[config.mk]
export PLATFORM = sky130hd
export DESIGN_NAME = tbsync_ctrl
export DESIGN_NICKNAME = d
export VERILOG_FILES = /design/src/rtl/tbsync_pkg.sv /design/src/rtl/tbsync_settle.sv /design/src/rtl/tbsync_pulse.sv /design/src/rtl/tbsync_fsm.sv /design/src/rtl/tbsync_ctrl.sv
export SDC_FILE = /design/constraint.sdc
export NUM_CORES = 1
export LEC_CHECK = 0
export ABC_AREA = 1
export BUFFER_PORTS_ARGS = -buffer_cell sky130_fd_sc_hd__buf_2
export CAP_MARGIN = 10
export CORE_ASPECT_RATIO = 0.5
export CORE_MARGIN = 5
export CORE_UTILIZATION = 30
export CTS_CLUSTER_DIAMETER = 150
export DETAILED_ROUTE_END_ITERATION = 8
export HOLD_SLACK_MARGIN = 0.15
export PLACE_DENSITY_LB_ADDON = 0.08
export SYNTH_ARGS = -nofsm -noshare
export SYNTH_HDL_FRONTEND = slang
export SYNTH_SLANG_ARGS = --single-unit
[constraint.sdc]
create_clock -name clk -period 1.42 [get_ports clk]
set_clock_uncertainty 0.2 [all_clocks]
set_input_delay 0.142 -clock clk [delete_from_list [all_inputs] [get_ports clk]]
set_output_delay 0.142 -clock clk [all_outputs]
set_load 0.03 [all_outputs]
[src/rtl/tbsync_pkg.sv]
package tbsync_pkg;

    localparam int unsigned CODE_W = 4;

    typedef enum logic [CODE_W-1:0] {
        TS_RESET    = 4'd0,
        TS_SENDMOD  = 4'd1,
        TS_NOTSET   = 4'd2,
        TS_SYNCWAIT = 4'd6,
        TS_GETTOD   = 4'd7,
        TS_RUN      = 4'd8,
        TS_ERROR    = 4'd9
    } tbs_e;

    typedef struct packed {
        logic load_mod;
        logic move_tod;
        logic clear_err;
    } ctl_word_t;

    // States from which a completed load-mod step is legal
    function automatic logic load_ok(input tbs_e s);
        return (s == TS_RESET) || (s == TS_NOTSET) ||
               (s == TS_SYNCWAIT) || (s == TS_RUN);
    endfunction

    // States in which a repeated move request is tolerated
    function automatic logic move_hold(input tbs_e s);
        return (s == TS_SYNCWAIT) || (s == TS_GETTOD);
    endfunction

endpackage

[src/rtl/tbsync_settle.sv]
module tbsync_settle #(
    parameter int unsigned SETTLE_CYCLES = 3
) (
    input  logic clk,
    input  logic rst,
    input  logic start,
    input  logic cancel,
    output logic busy
);
    localparam int unsigned CW = $clog2(SETTLE_CYCLES + 1);
    localparam logic [CW-1:0] LOAD_V = CW'(SETTLE_CYCLES);

    logic [CW-1:0] cnt_q;

    always_ff @(posedge clk) begin
        if (rst || cancel) begin
            cnt_q <= '0;
        end else if (start) begin
            cnt_q <= LOAD_V;
        end else if (cnt_q != '0) begin
            cnt_q <= cnt_q - 1'b1;
        end
    end

    assign busy = (cnt_q != '0);
endmodule

[src/rtl/tbsync_pulse.sv]
module tbsync_pulse #(
    parameter int unsigned DELAY_CYCLES = 1
) (
    input  logic clk,
    input  logic rst,
    input  logic wr,
    output logic seen
);
    localparam int unsigned DW = $clog2(DELAY_CYCLES + 1);
    localparam logic [DW-1:0] LOAD_V = DW'(DELAY_CYCLES);

    logic [DW-1:0] dly_q;
    logic          seen_q;

    always_ff @(posedge clk) begin
        if (rst) begin
            dly_q  <= '0;
            seen_q <= 1'b0;
        end else if (wr) begin
            dly_q  <= LOAD_V;
            seen_q <= 1'b0;
        end else if (dly_q != '0) begin
            dly_q  <= dly_q - 1'b1;
        end else begin
            seen_q <= 1'b1;
        end
    end

    assign seen = seen_q;
endmodule

[src/rtl/tbsync_fsm.sv]
module tbsync_fsm
    import tbsync_pkg::*;
(
    input  logic      clk,
    input  logic      rst,
    input  logic      ctl_wr,
    input  ctl_word_t ctl,
    input  logic      sync_pulse,
    input  logic      xfer_done,
    input  logic      tb_wr,
    input  logic      tb_wr_low,
    input  logic      settle_busy,
    output logic      settle_start,
    output logic      settle_cancel,
    output tbs_e      state,
    output tbs_e      last,
    output logic      valid,
    output logic      fw_err,
    output logic      ready
);
    tbs_e st_q, st_n, last_q, last_n;
    logic fw_q, fw_n, rdy_q, rdy_n, ld_q, ld_n, val_q;

    always_comb begin
        st_n          = st_q;
        last_n        = last_q;
        fw_n          = fw_q;
        rdy_n         = rdy_q;
        ld_n          = ld_q;
        settle_start  = 1'b0;
        settle_cancel = 1'b0;

        if (ctl_wr) begin
            if (ctl.load_mod && ctl.move_tod) begin
                last_n        = st_q;
                st_n          = TS_ERROR;
                fw_n          = 1'b1;
                rdy_n         = 1'b0;
                ld_n          = 1'b0;
                settle_cancel = 1'b1;
            end else if (ctl.clear_err) begin
                last_n        = st_q;
                st_n          = TS_RESET;
                fw_n          = 1'b0;
                rdy_n         = 1'b0;
                ld_n          = 1'b0;
                settle_cancel = 1'b1;
            end else if (st_q == TS_ERROR) begin
                fw_n = 1'b1;
            end else if (ctl.load_mod) begin
                ld_n         = 1'b1;
                settle_start = 1'b1;
            end else if (ctl.move_tod) begin
                ld_n = 1'b0;
                if (st_q == TS_NOTSET) begin
                    last_n       = st_q;
                    st_n         = TS_SYNCWAIT;
                    rdy_n        = 1'b1;
                    settle_start = 1'b1;
                end else if (!move_hold(st_q)) begin
                    last_n        = st_q;
                    st_n          = TS_ERROR;
                    fw_n          = 1'b1;
                    rdy_n         = 1'b0;
                    settle_cancel = 1'b1;
                end
            end else begin
                ld_n = 1'b0;
            end
        end else if (tb_wr && tb_wr_low && st_q == TS_RUN) begin
            last_n        = st_q;
            st_n          = TS_ERROR;
            ld_n          = 1'b0;
            settle_cancel = 1'b1;
        end else if (!settle_busy && st_q != TS_ERROR) begin
            if (ld_q) begin
                ld_n  = 1'b0;
                rdy_n = 1'b0;
                if (load_ok(st_q)) begin
                    // passes through send-mod without stopping
                    last_n = TS_SENDMOD;
                    st_n   = TS_NOTSET;
                end else begin
                    last_n = st_q;
                    st_n   = TS_ERROR;
                    fw_n   = 1'b1;
                end
            end else if (st_q == TS_SYNCWAIT && sync_pulse) begin
                last_n = st_q;
                st_n   = TS_GETTOD;
            end else if (st_q == TS_GETTOD && xfer_done) begin
                last_n = st_q;
                st_n   = TS_RUN;
                rdy_n  = 1'b0;
            end
        end
    end

    always_ff @(posedge clk) begin
        if (rst) begin
            st_q   <= TS_RESET;
            last_q <= TS_RESET;
            fw_q   <= 1'b0;
            rdy_q  <= 1'b0;
            ld_q   <= 1'b0;
            val_q  <= 1'b0;
        end else begin
            st_q   <= st_n;
            last_q <= last_n;
            fw_q   <= fw_n;
            rdy_q  <= rdy_n;
            ld_q   <= ld_n;
            val_q  <= (st_n == TS_RUN);
        end
    end

    assign state  = st_q;
    assign last   = last_q;
    assign valid  = val_q;
    assign fw_err = fw_q;
    assign ready  = rdy_q;
endmodule

[src/rtl/tbsync_ctrl.sv]
module tbsync_ctrl
    import tbsync_pkg::*;
#(
    parameter int unsigned SETTLE_CYCLES = 3,
    parameter int unsigned SYNC_DELAY    = 1
) (
    input  logic              clk,
    input  logic              rst,
    input  logic              ctl_wr,
    input  logic              ctl_load_mod,
    input  logic              ctl_move_tod,
    input  logic              ctl_clear_err,
    input  logic              tod_sync_pulse,
    input  logic              tod_xfer_done,
    input  logic              tb_wr,
    input  logic              tb_wr_low,
    output logic [CODE_W-1:0] state_code,
    output logic [CODE_W-1:0] last_code,
    output logic              tb_valid,
    output logic              fw_err,
    output logic              tod_ready,
    output logic              sync_seen
);
    ctl_word_t ctl;
    logic      busy, start, cancel;
    tbs_e      st, lst;

    assign ctl = '{load_mod: ctl_load_mod, move_tod: ctl_move_tod,
                   clear_err: ctl_clear_err};

    tbsync_settle #(.SETTLE_CYCLES(SETTLE_CYCLES)) u_settle (
        .clk(clk), .rst(rst), .start(start), .cancel(cancel), .busy(busy)
    );

    tbsync_pulse #(.DELAY_CYCLES(SYNC_DELAY)) u_pulse (
        .clk(clk), .rst(rst), .wr(ctl_wr), .seen(sync_seen)
    );

    tbsync_fsm u_fsm (
        .clk(clk), .rst(rst), .ctl_wr(ctl_wr), .ctl(ctl),
        .sync_pulse(tod_sync_pulse), .xfer_done(tod_xfer_done),
        .tb_wr(tb_wr), .tb_wr_low(tb_wr_low), .settle_busy(busy),
        .settle_start(start), .settle_cancel(cancel),
        .state(st), .last(lst), .valid(tb_valid), .fw_err(fw_err),
        .ready(tod_ready)
    );

    assign state_code = st;
    assign last_code  = lst;
endmodule

Word level (Yosys, flattened, before mapping). Index checks and enable logic that the tools add are counted.

Logic and storage cells: 134. Flip-flop bits (word level): 16. Output and inout bits: 12. Input port bits: 10.

Equality and inequality tests: 18. Add/subtract/negate cells: 2. Reduce and logical (&&, ||, !) cells: 25. Multiplexer cells: 80.

Operator list (count): 4-bit two-way mux (28); 1-bit two-way mux (50); 8-bit AND reduction (2); 5-bit by 3-bit inequality test with 1-bit output, second input constant (3); 4-bit equality test, second input constant (3); 4-bit by 3-bit equality test with 1-bit output, second input constant (2); 2-bit nonzero test (4); 1-bit logical AND (6); 6-bit AND reduction (1); 3-bit nonzero test (2); 1-bit logical OR (5); 5-bit by 1-bit inequality test with 1-bit output, second input constant (1); 5-bit by 2-bit inequality test with 1-bit output, second input constant (1); 5-bit nonzero test (1); 4-bit by 2-bit equality test with 1-bit output, second input constant (1); 4-bit logical NOT (1); 2-bit two-way mux (2); 2-bit inequality test, second input constant (2); 4-bit by 1-bit inequality test with 1-bit output, second input constant (1); 4-bit by 2-bit inequality test with 1-bit output, second input constant (1); 4-bit by 3-bit inequality test with 1-bit output, second input constant (1); 4-bit inequality test, second input constant (1); 3-bit by 2-bit inequality test with 1-bit output, second input constant (1); 2-bit AND reduction (1); other kinds (4) (4).

Longest topological paths before layout. Gate-level depths: netlist (run 1).

Depth after elaboration: 11. Depth in mapped cells: 11. Mapped depth without buffers: 11.

By module. From an unflattened synthesis (run 1), not the netlist that was laid out.

Cells, all modules: 209. Area, all modules: 1252.5 µm².

Modules (own cells, without submodules): tbsync_fsm (seq. area each 240.2 µm², cells an instance 181, times used 1, area each 1067.3 µm²); tbsync_settle (seq. area each 40.0 µm², cells an instance 19, times used 1, area each 118.9 µm²); tbsync_pulse (seq. area each 40.0 µm², cells an instance 9, times used 1, area each 66.3 µm²).

Worst setup path after synthesis (run 1). Ideal clock, no wire load.

Path kind: reg-to-reg. Start point: register u_fsm.st_q[3], in the netlist u_fsm.state[3]. End point: register u_fsm.rdy_q, in the netlist u_fsm.ready. Period minus slack after synthesis: 1.720 ns. Path slack: -0.300 ns. Stages on the path, launching flop included: 10. Arrival time: 1.407 ns. Buffers on the path: 0. Library setup time: 0.113 ns. Required time: 1.107 ns. Cell sequence: dfxtp_1 inv_2 nand3_1 inv_1 nand2_1 nand3_2 nor3_1 nand2_1 nand2_1 nor2_1.

Word-level cells in the longest chain between the ends: 8. Elaborated cells between the ends (all ways): 25. Those cells by class: 10 x eq/ne; 7 x mux; 8 x reduce/logical.

RTL lines: start, declared (line tbsync_fsm.sv:21) `tbs_e st_q, st_n, last_q, last_n;`; start signal, assigned (line tbsync_fsm.sv:108) `st_q <= st_n;`; 4-bit by 2-bit equality test with 1-bit output (line tbsync_fsm.sv:55) `if (st_q == TS_NOTSET) begin`; 1-bit two-way mux (line tbsync_fsm.sv:55); 1-bit two-way mux (line tbsync_fsm.sv:53) `end else if (ctl.move_tod) begin`; 1-bit two-way mux (line tbsync_fsm.sv:50) `end else if (ctl.load_mod) begin`; 1-bit two-way mux (line tbsync_fsm.sv:48) `end else if (st_q == TS_ERROR) begin`; 1-bit two-way mux (line tbsync_fsm.sv:41) `end else if (ctl.clear_err) begin`; 1-bit two-way mux (line tbsync_fsm.sv:34) `if (ctl.load_mod && ctl.move_tod) begin`; 1-bit two-way mux (line tbsync_fsm.sv:33) `if (ctl_wr) begin`; end signal, assigned (line tbsync_fsm.sv:111) `rdy_q <= rdy_n;`; end, declared (line tbsync_fsm.sv:22) `logic fw_q, fw_n, rdy_q, rdy_n, ld_q, ld_n, val_q;`.

Several ways; a longest one is shown, not always the timed one. The select of a mux whose other input is x is not followed. A chain may end at the register's enable or synchronous reset.

Worst setup path after layout (run 1).
Start point: register u_fsm.st_q[1], in the netlist u_fsm.state[1]. End point: register u_fsm.val_q, in the netlist u_fsm.valid.

Word-level cells in the longest chain between the ends: 11. Elaborated cells between the ends (all ways): 30. Those cells by class: 7 x eq/ne; 14 x mux; 9 x reduce/logical.

RTL lines: 4-bit by 3-bit equality test with 1-bit output, on equally long branches; 1-bit logical OR (line tbsync_pkg.sv:29) `return (s == TS_SYNCWAIT) || (s == TS_GETTOD);`; 4-bit two-way mux (line tbsync_fsm.sv:60) `end else if (!move_hold(st_q)) begin`; 4-bit two-way mux (line tbsync_fsm.sv:55); 4-bit two-way mux (line tbsync_fsm.sv:53); 4-bit two-way mux (line tbsync_fsm.sv:50); 4-bit two-way mux (line tbsync_fsm.sv:48); 4-bit two-way mux (line tbsync_fsm.sv:41); 4-bit two-way mux (line tbsync_fsm.sv:34); 4-bit two-way mux * (line tbsync_fsm.sv:33); 4-bit equality test * (line tbsync_fsm.sv:113) `val_q <= (st_n == TS_RUN);`; end signal, assigned (line tbsync_fsm.sv:113); end, declared (line tbsync_fsm.sv:22).

Mark *: on every way between the ends. The rest lies on a longest branch, timed or not.

==> results.txt, run 1 <==
- For the worst setup path, the data arrival time is 1.60 ns.
* Maximum number of pins on one net before global-route repair: 10
- Die Span Y: 51.6 um
- Placer's final routability congestion estimate: 0.945
- Once placement completed, the tool counted placed cells totaling 271.
- Worst Hold Slack: 0.108 ns
- After global routing the overflow that remains totals 0.
- Synthesized cell area: 0.00104 mm^2
- The synthesized design devotes to its leading area cell type 30.8% of total area.
* Setup ws final: -0.178 ns
- Via total after detailed routing: 1323
* Total area of sequential cells: 335 um^2
- Clock insertion delay at the later pin of the skew report: 0.26 ns
- Static timing analysis puts the maximum clock frequency at 626 MHz.
* Post-detailed-route wirelength per cell: 13.5 um
- Synth warn: 0
- For this run, the leading register cell type out of synthesis is sky130_fd_sc_hd__dfxtp_1.
* Worst hold path stage count: 3
- Ranked by total cell area, the synthesized netlist is headed by sky130_fd_sc_hd__dfxtp_1 (31%), sky130_fd_sc_hd__nand2_1 (17%), sky130_fd_sc_hd__nor2_1 (11%).
- Library cell occupying the most area in the post-synthesis netlist: sky130_fd_sc_hd__dfxtp_1
* # Max-Cap Violations: 0
- Among all cell types in the netlist, the one instantiated most often is sky130_fd_sc_hd__nand2_1.
* Final ANT Viol Nets: 0
* Area of the multi-input gates: 771 um^2
- IR analysis of the VDD net gives a maximum drop of 0.000344 V.
- Sum of negative setup slack: -1.60 ns
* Syn Area/Cell: 5.84 um^2
- Cell occurring most often along the worst timing path: sky130_fd_sc_hd__nand2_1
* Worst-path clk slew: 0.07 ns
- Path type of the worst setup path: reg2reg
- Buffer depth of the longest clock path: 2
- Proportion of layout cells with a drive suffix above 1: 43.1%
- Crit Path Max Fanout: 7
- Die Footprint: 0.00481 mm^2
* Share of the core filled with cells in the final layout: 51.2%
* Fin crit share: 113%
* Filler Cell Count: 353
- Routed WL: 3800 um
* Slew Limit Fails: 0
- Total of hold buffers inserted after clock tree synthesis: 5
- Clock tree from TritonCTS: yes
- Effective utilization at floorplan: 30.8%
- The flow ran to the end, but the final reports show violations.
- Once placement finished, the instance area stood at 0.00146 mm^2.
- Endpoints failing hold: 0
* Power per Cell Area: 845 mW/mm^2
- Layout net count: 251
- Critical path required time: 1.42 ns
- The first global-routing pass estimated 6000 um of wire.
- The clock drives 16 sinks.
* Top cells by instance count after synthesis: sky130_fd_sc_hd__nand2_1 (47), sky130_fd_sc_hd__nor2_1 (31), sky130_fd_sc_hd__inv_1 (26)
* Remaining design rule violation count: 0
* Finished layout cell area: 0.00173 mm^2
- Counting every instance in the synthesized netlist gives 178.
- In this run the worst hold path is classified as in2reg.
- Ordered cell list for the critical path: nor2_2 -> nand2_4 -> nand2_4 -> buf_4 -> a21oi_1 -> nand2_1 -> nand2_1 -> a21oi_2 -> nand2_1 -> nor2_1
* Post-synthesis sequential area ratio: 30.8%
- In this run the number of H-tree levels came out at 1.
* Vias per inst: 4.71
- The number of antenna diodes in the final layout is 0.
* Post-DP HPWL: 2890 um
- Initial antenna violation count: 0
* I/O pins: 22
* Overall fraction of global-route tracks in use: 16.3%
- DIE WIDTH: 93.3 um
- The routed design could run at a clock period as short as 1.60 ns.
- Via count of the first global-routing pass: 1201
- Maximum single-stage delay on the critical path: 0.37 ns
- When the netlist entered floorplanning its net count stood at 189.
- The worst setup path is captured at a flip-flop.
* Unrepaired setup endpoints after global routing: true
* Clk Tree Root Cell: sky130_fd_sc_hd__clkbuf_8
- Counting cells, the worst reg-to-reg path comes to 10.
* Remaining max-slew budget at the tightest pin: 77.7%
- Leak pwr: 0.934 nW
- Setup violations remaining at the end of the flow were counted as 14.
- Area overhead of the layout relative to synthesis: 66.4%
- Count of buffers inserted at the top-level ports: 21
* Standard cell with the maximum stage delay on the critical path: sky130_fd_sc_hd__dfxtp_4
* Number of library cell types mapped by synthesis: 20
- The first TritonRoute pass finished after 4 iterations.
- Row generation in the floorplan step produced 15 rows.
- At the pin with the least slew margin, the transition time is 0.334 ns.
* Proportion of synthesized flip-flops having asynchronous set or reset: 0%
* EDFF count, synth: 0
- Violated checks: setup timing
- The synthesized design contains 16 register bits.
- Iter 0 DRT Violations: 83
- STA classifies the critical path startpoint as a flip-flop.
- The region available for standard cell placement spans 0.00338 mm^2.
* Post-route non-filler standard cell count: 281
- Counting the buffers created by CTS gives 3.
-- final cells by class --
cell class	instances	share of cell area, %
clock buffers	4	3.18
inverters	28	6.36
multi-input cells	132	44.5
flip-flops and latches	16	19.4
well taps	42	3.04
repair buffers	59	23.5
-- worst max-delay path: cells and delay by family (launching register included) --
family | cells | cell delay (ns)
buf+inv | 1 | 0.11
compound gates | 2 | 0.16
flops | 1 | 0.37
simple gates | 7 | 0.70
-- placed cells by master (no fill, tap or decap), types with 4 or more instances in the layout --
cell type and instances:
sky130_fd_sc_hd__nand2_1 36, sky130_fd_sc_hd__buf_4 32, sky130_fd_sc_hd__inv_1 24, sky130_fd_sc_hd__nor2_1 23, sky130_fd_sc_hd__buf_2 21, sky130_fd_sc_hd__dfxtp_1 12
sky130_fd_sc_hd__a21oi_1 10, sky130_fd_sc_hd__o21ai_0 10, sky130_fd_sc_hd__nand3_1 10, sky130_fd_sc_hd__nand3_2 9, sky130_fd_sc_hd__nor2_2 8, sky130_fd_sc_hd__nand2_4 7
sky130_fd_sc_hd__nand2_2 6, sky130_fd_sc_hd__dlygate4sd3_1 5, sky130_fd_sc_hd__clkbuf_8 4, sky130_fd_sc_hd__dfxtp_4 4
-- cell families (layout without fill, tap and decap cells) --
| kind of cell | Yosys count | count (layout) | share of synthesized area, % |
|---|---|---|---|
| flops | 16 | 16 | 30.8 |
| simple gates | 103 | 103 | 42.6 |
| fa+ha+maj | 1 | 1 | 1.20 |
| compound gates | 28 | 28 | 14.4 |
| buf+inv | 30 | 91 | 10.9 |
-- report_power, final --
group / internal, mW / total (mW) / switching, mW
combinational: 0.218 / 0.533 / 0.315
sequential: 0.481 / 0.509 / 0.0274
clock: 0.247 / 0.420 / 0.173
total: 0.945 / 1.46 / 0.516
-- repair_timing --
action,CTS,global route
setup endpoints to repair,14,14
setup buffers,0,1
gates resized for setup,23,21
pin swaps,5,4
hold endpoints to repair,10,1
cloned,0,0
-- registers in the layout, indices dropped and copies added, names as in the netlist --
register	cells
u_fsm.last	4
u_fsm.fw_err	1
u_fsm.ld_q	1
u_pulse.seen	1
u_settle.cnt_q	2
u_pulse.dly_q	1
u_fsm.ready	1
u_fsm.state	4
u_fsm.valid	1
-- worst paths after layout --
| check | from | end | slack [ns] |
|---|---|---|---|
| max | u_fsm.state[1]$_SDFF_PP0_ | u_fsm.valid$_SDFF_PP0_ | -0.18 |
| min | ctl_wr | u_pulse.dly_q$_SDFF_PP0_ | 0.11 |
| max reg2reg | u_fsm.state[1]$_SDFF_PP0_ | u_fsm.valid$_SDFF_PP0_ | -0.18 |
| min reg2reg | u_pulse.dly_q$_SDFF_PP0_ | u_pulse.seen$_SDFFE_PP0N_ | 0.24 |
-- per-stage QoR --
stage | setup slack [ns] | total power [mW]
floorplan | -0.0581 | 0.779
CTS | -0.139 | 1.42
global placement | -0.223 | 0.966
finish | -0.178 | 1.46
detailed placement | -0.220 | 0.961
global route | -0.306 | 1.55
-- layer usage --
metal / GRT usage (%) / routed length (um)
met4: 2.19 / 30
met1: 24.3 / 1840
met5: 0 / 0
met2: 23.7 / 1620
met3: 4.48 / 312
Note: power is estimated with default switching activity, not from simulation.
==> run 2, diff against run 1 <==
- SYNTH_HIERARCHICAL: not set -> 1
==> results.txt, run 2 <==
- Summed over all cells, the static leakage comes to 1.06 nW.
- The startpoint identified for the worst register-to-register timing path is u_fsm/state[1]$_SDFF_PP0_.
- Arrival time worst endpoint: 1.58 ns
- The checks that failed: setup timing.
- The top cell type by area accounts for 25.6% of the synthesized area.
- Unrepaired setup endpoints after global routing: true
- Dividing the detail-routed wire length by the instance count gives 12.3 um.
- The floorplan step defined a die boundary enclosing 0.00565 mm^2.
- Syn Area/Cell: 5.99 um^2
- The via count of the first global-routing pass is 1377.
- The floorplan has 16 rows.
- The largest total area in the synthesized netlist belongs to sky130_fd_sc_hd__dfxtp_1.
- At the later pin of the worst-skew pair, clock insertion delay measures 0.25 ns.
- CTS built an H-tree with a depth of 1.
- Buffers placed on the I/O ports in this run total 21.
- Max-cap violations in this run came to 0.
- Counting instances in the post-synthesis netlist gives the leading cell types as sky130_fd_sc_hd__nand2_1 (59), sky130_fd_sc_hd__nor2_1 (35), sky130_fd_sc_hd__inv_1 (29).
- Gate Count Post-Synth: 209
- No sink is reached through more buffers than the 2 on the longest clock path.
* Post-DP HPWL: 3080 um
- Derived from the worst setup path, the maximum achievable clock frequency is 630 MHz.
- Area overhead of the layout relative to synthesis: 60.1%
- Endpoints failing hold: 0
* Synth warn: 6
- Maximum number of pins on one net before global-route repair: 10
- The first global-routing pass estimated 6730 um of wire.
- In the routed layout, each cell is associated on average with a via count of 4.47.
- Cell with the most instances after synthesis: sky130_fd_sc_hd__nand2_1
- The flow ran to the end, but the final reports show violations.
- Tracing the worst setup path back leads to its startpoint at u_fsm/state[1]$_SDFF_PP0_.
- Cell types occupying the most area after synthesis: sky130_fd_sc_hd__dfxtp_1 (26%), sky130_fd_sc_hd__nand2_1 (18%), sky130_fd_sc_hd__nor2_1 (10%)
- Worst R2R Setup Slack: -0.17 ns
* Worst-path clk slew: 0.07 ns
- After synthesis the cells add up to 0.00125 mm^2.
- At the worst endpoint, the required time is 1.41 ns.
- GRT overflow: 0
* Slew Limit Fails: 0
- Counting flops with a built-in enable in the synthesized netlist gives 0.
- The floorplan step set the die height to 55.7 um.
- Number of buffers created by CTS: 3
* Worst setup slack after placement: -0.161 ns
* Post-Synthesis Net Count: 220
* Most frequent standard cell in the layout excluding fill and tap cells: sky130_fd_sc_hd__nand2_1
* Power per Cell Area: 775 mW/mm^2
* I/O pins: 22
- The worst pin sits at a relative slew slack of 76.4%.
- The final critical path takes up 112% of the cycle.
- The root buffer cell chosen for the clock tree is sky130_fd_sc_hd__clkbuf_8.
- Final setup violation count: 13
- Path type of the worst setup path: reg2reg
- Layout net count: 289
- In the routed design, unresolved DRC markers number 0.
- Setup ws final: -0.166 ns
- Via total after detailed routing: 1479
* Routed WL: 4090 um
* Worst hold path class: in2reg
- Worst IR drop on VDD: 0.000378 V
* Flop and latch count out of synthesis: 16
- In this run the worst path has a maximum fanout of 8.
- In the final layout, the share of cells above drive strength 1 is 52.0%.
* Number of library cell types mapped by synthesis: 23
- For this run, the share of the core covered by cells in the final layout is 50.6%.
* Core region area: 0.00396 mm^2
* Proportion of synthesized flip-flops having asynchronous set or reset: 0%
- The share of the Yosys chip area taken by registers is 25.6%.
- Final worst path period need: 1.59 ns
* Post-route non-filler standard cell count: 331
- Sum of negative setup slack: -1.17 ns
- Following the worst setup path forward leads to its endpoint at u_fsm/valid$_SDFF_PP0_.
- Diodes inserted: 0
- For this configuration, the core starts out at a cell density of 31.6%.
- STA classifies the critical path endpoint as a flip-flop.
- The worst setup path is launched from a flip-flop.
- The clock net in this run drives a total of 16 sinks.
- In the synthesized netlist the dominant register cell turns out to be sky130_fd_sc_hd__dfxtp_1.
* Worst Tran Pin Value: 0.351 ns
* Depth of the worst register-to-register path: 8
- The count of nets left with antenna violations once routing finished came out at 0.
- The congestion estimate from routability-driven global placement came to 0.899.
- DIE WIDTH: 101 um
- Most frequent cells in the layout: sky130_fd_sc_hd__nand2_1 (44), sky130_fd_sc_hd__buf_4 (39), sky130_fd_sc_hd__inv_1 (24), sky130_fd_sc_hd__nor2_1 (24), sky130_fd_sc_hd__buf_2 (21)
- In this run the critical register-to-register path is captured at u_fsm/valid$_SDFF_PP0_.
- In this run, placement finished with an instance count of 312.
- Iter 0 DRT Violations: 72
* Overall fraction of global-route tracks in use: 15.3%
- The filler cells instantiated in the layout total 411.
* Initial antenna violation count: 0
- TritonCTS built the clock tree.
- Initial DRT Pass Iterations: 4
run 2: kinds of logic (layout without fill, tap and decap cells):
kind of cell | after synthesis | after routing | share of synthesized area (%)
buffers and inverters | 42 | 109 | 14.3
adder cells (fa/ha/maj) | 1 | 1 | 0.999
flip-flops | 16 | 16 | 25.6
AO/OA/AOI/OAI | 18 | 18 | 7.99
AND/OR/NAND/NOR | 132 | 133 | 51.1
run 2: where the power goes:
part / internal, mW / switching [mW] / total [mW]
sequential: 0.484 / 0.0346 / 0.518
combinational: 0.253 / 0.368 / 0.621
clock: 0.246 / 0.169 / 0.415
run 2: per-layer routing:
| metal | part of all wire [%] | wire length, um | GRT usage [%] |
|---|---|---|---|
| met2 | 42 | 1710 | 22.7 |
| met3 | 6.8 | 278 | 4.26 |
| met4 | 0.76 | 31 | 3.22 |
| met5 | 0 | 0 | 0 |
| met1 | 51 | 2060 | 22.0 |
run 2: cell type report:
class                      instances  area, um^2  share of cell area [%]
tap                               54        67.6                    3.37
inverter                          38         151                    7.55
sequential                        16         337                    16.8
clock buffer                       4        55.1                    2.74
multi-input combinational        152         926                    46.2
timing repair buffer              67         469                    23.4
run 2: repair_timing:
| action | in CTS | in global routing |
|---|---|---|
| resized for setup | 31 | 16 |
| hold endpoints to repair | 12 | 0 |
| cloned | 1 | 0 |
| setup endpoints to repair | 14 | 14 |
| hold buffers | 6 | 0 |
| buffers inserted | 7 | 1 |
| pin swaps | 13 | 12 |
run 2: worst max-delay path, cell delays in order, from the launching register on:
cell and delay, ns:
sky130_fd_sc_hd__dfxtp_4 0.42, sky130_fd_sc_hd__inv_4 0.06, sky130_fd_sc_hd__nor2_4 0.20, sky130_fd_sc_hd__nand3_4 0.14, sky130_fd_sc_hd__a21oi_2 0.20, sky130_fd_sc_hd__nor2_4 0.06, sky130_fd_sc_hd__nor2_4 0.09, sky130_fd_sc_hd__nand2_1 0.05
sky130_fd_sc_hd__nor2_1 0.10
run 2: worst min-delay path by stage:
stage,start,to,slack [ns],depth (start not counted)
global route,ctl_clear_err,u_fsm/ld_q$_SDFFE_PP0P_,0.20,5
finish,ctl_clear_err,u_fsm/ld_q$_SDFFE_PP0P_,0.17,5
global placement,ctl_wr,u_pulse/dly_q$_SDFF_PP0_,0.23,3
floorplan,rst,u_fsm/state[0]$_SDFF_PP0_,0.005,1
CTS,ctl_clear_err,u_fsm/ld_q$_SDFFE_PP0P_,0.16,5
detailed placement,ctl_wr,u_pulse/dly_q$_SDFF_PP0_,0.23,3
run 2: per-stage QoR:
stage          hold WS (ns)  area, um^2  power, mW
2_1_floorplan       0.00470        1310      0.866
3_3_place_gp          0.225        1690       1.05
3_5_place_dp          0.233        1690       1.05
4_1_cts               0.158        1960       1.56
5_1_grt               0.202        2010       1.66
6_report              0.166        2010       1.55
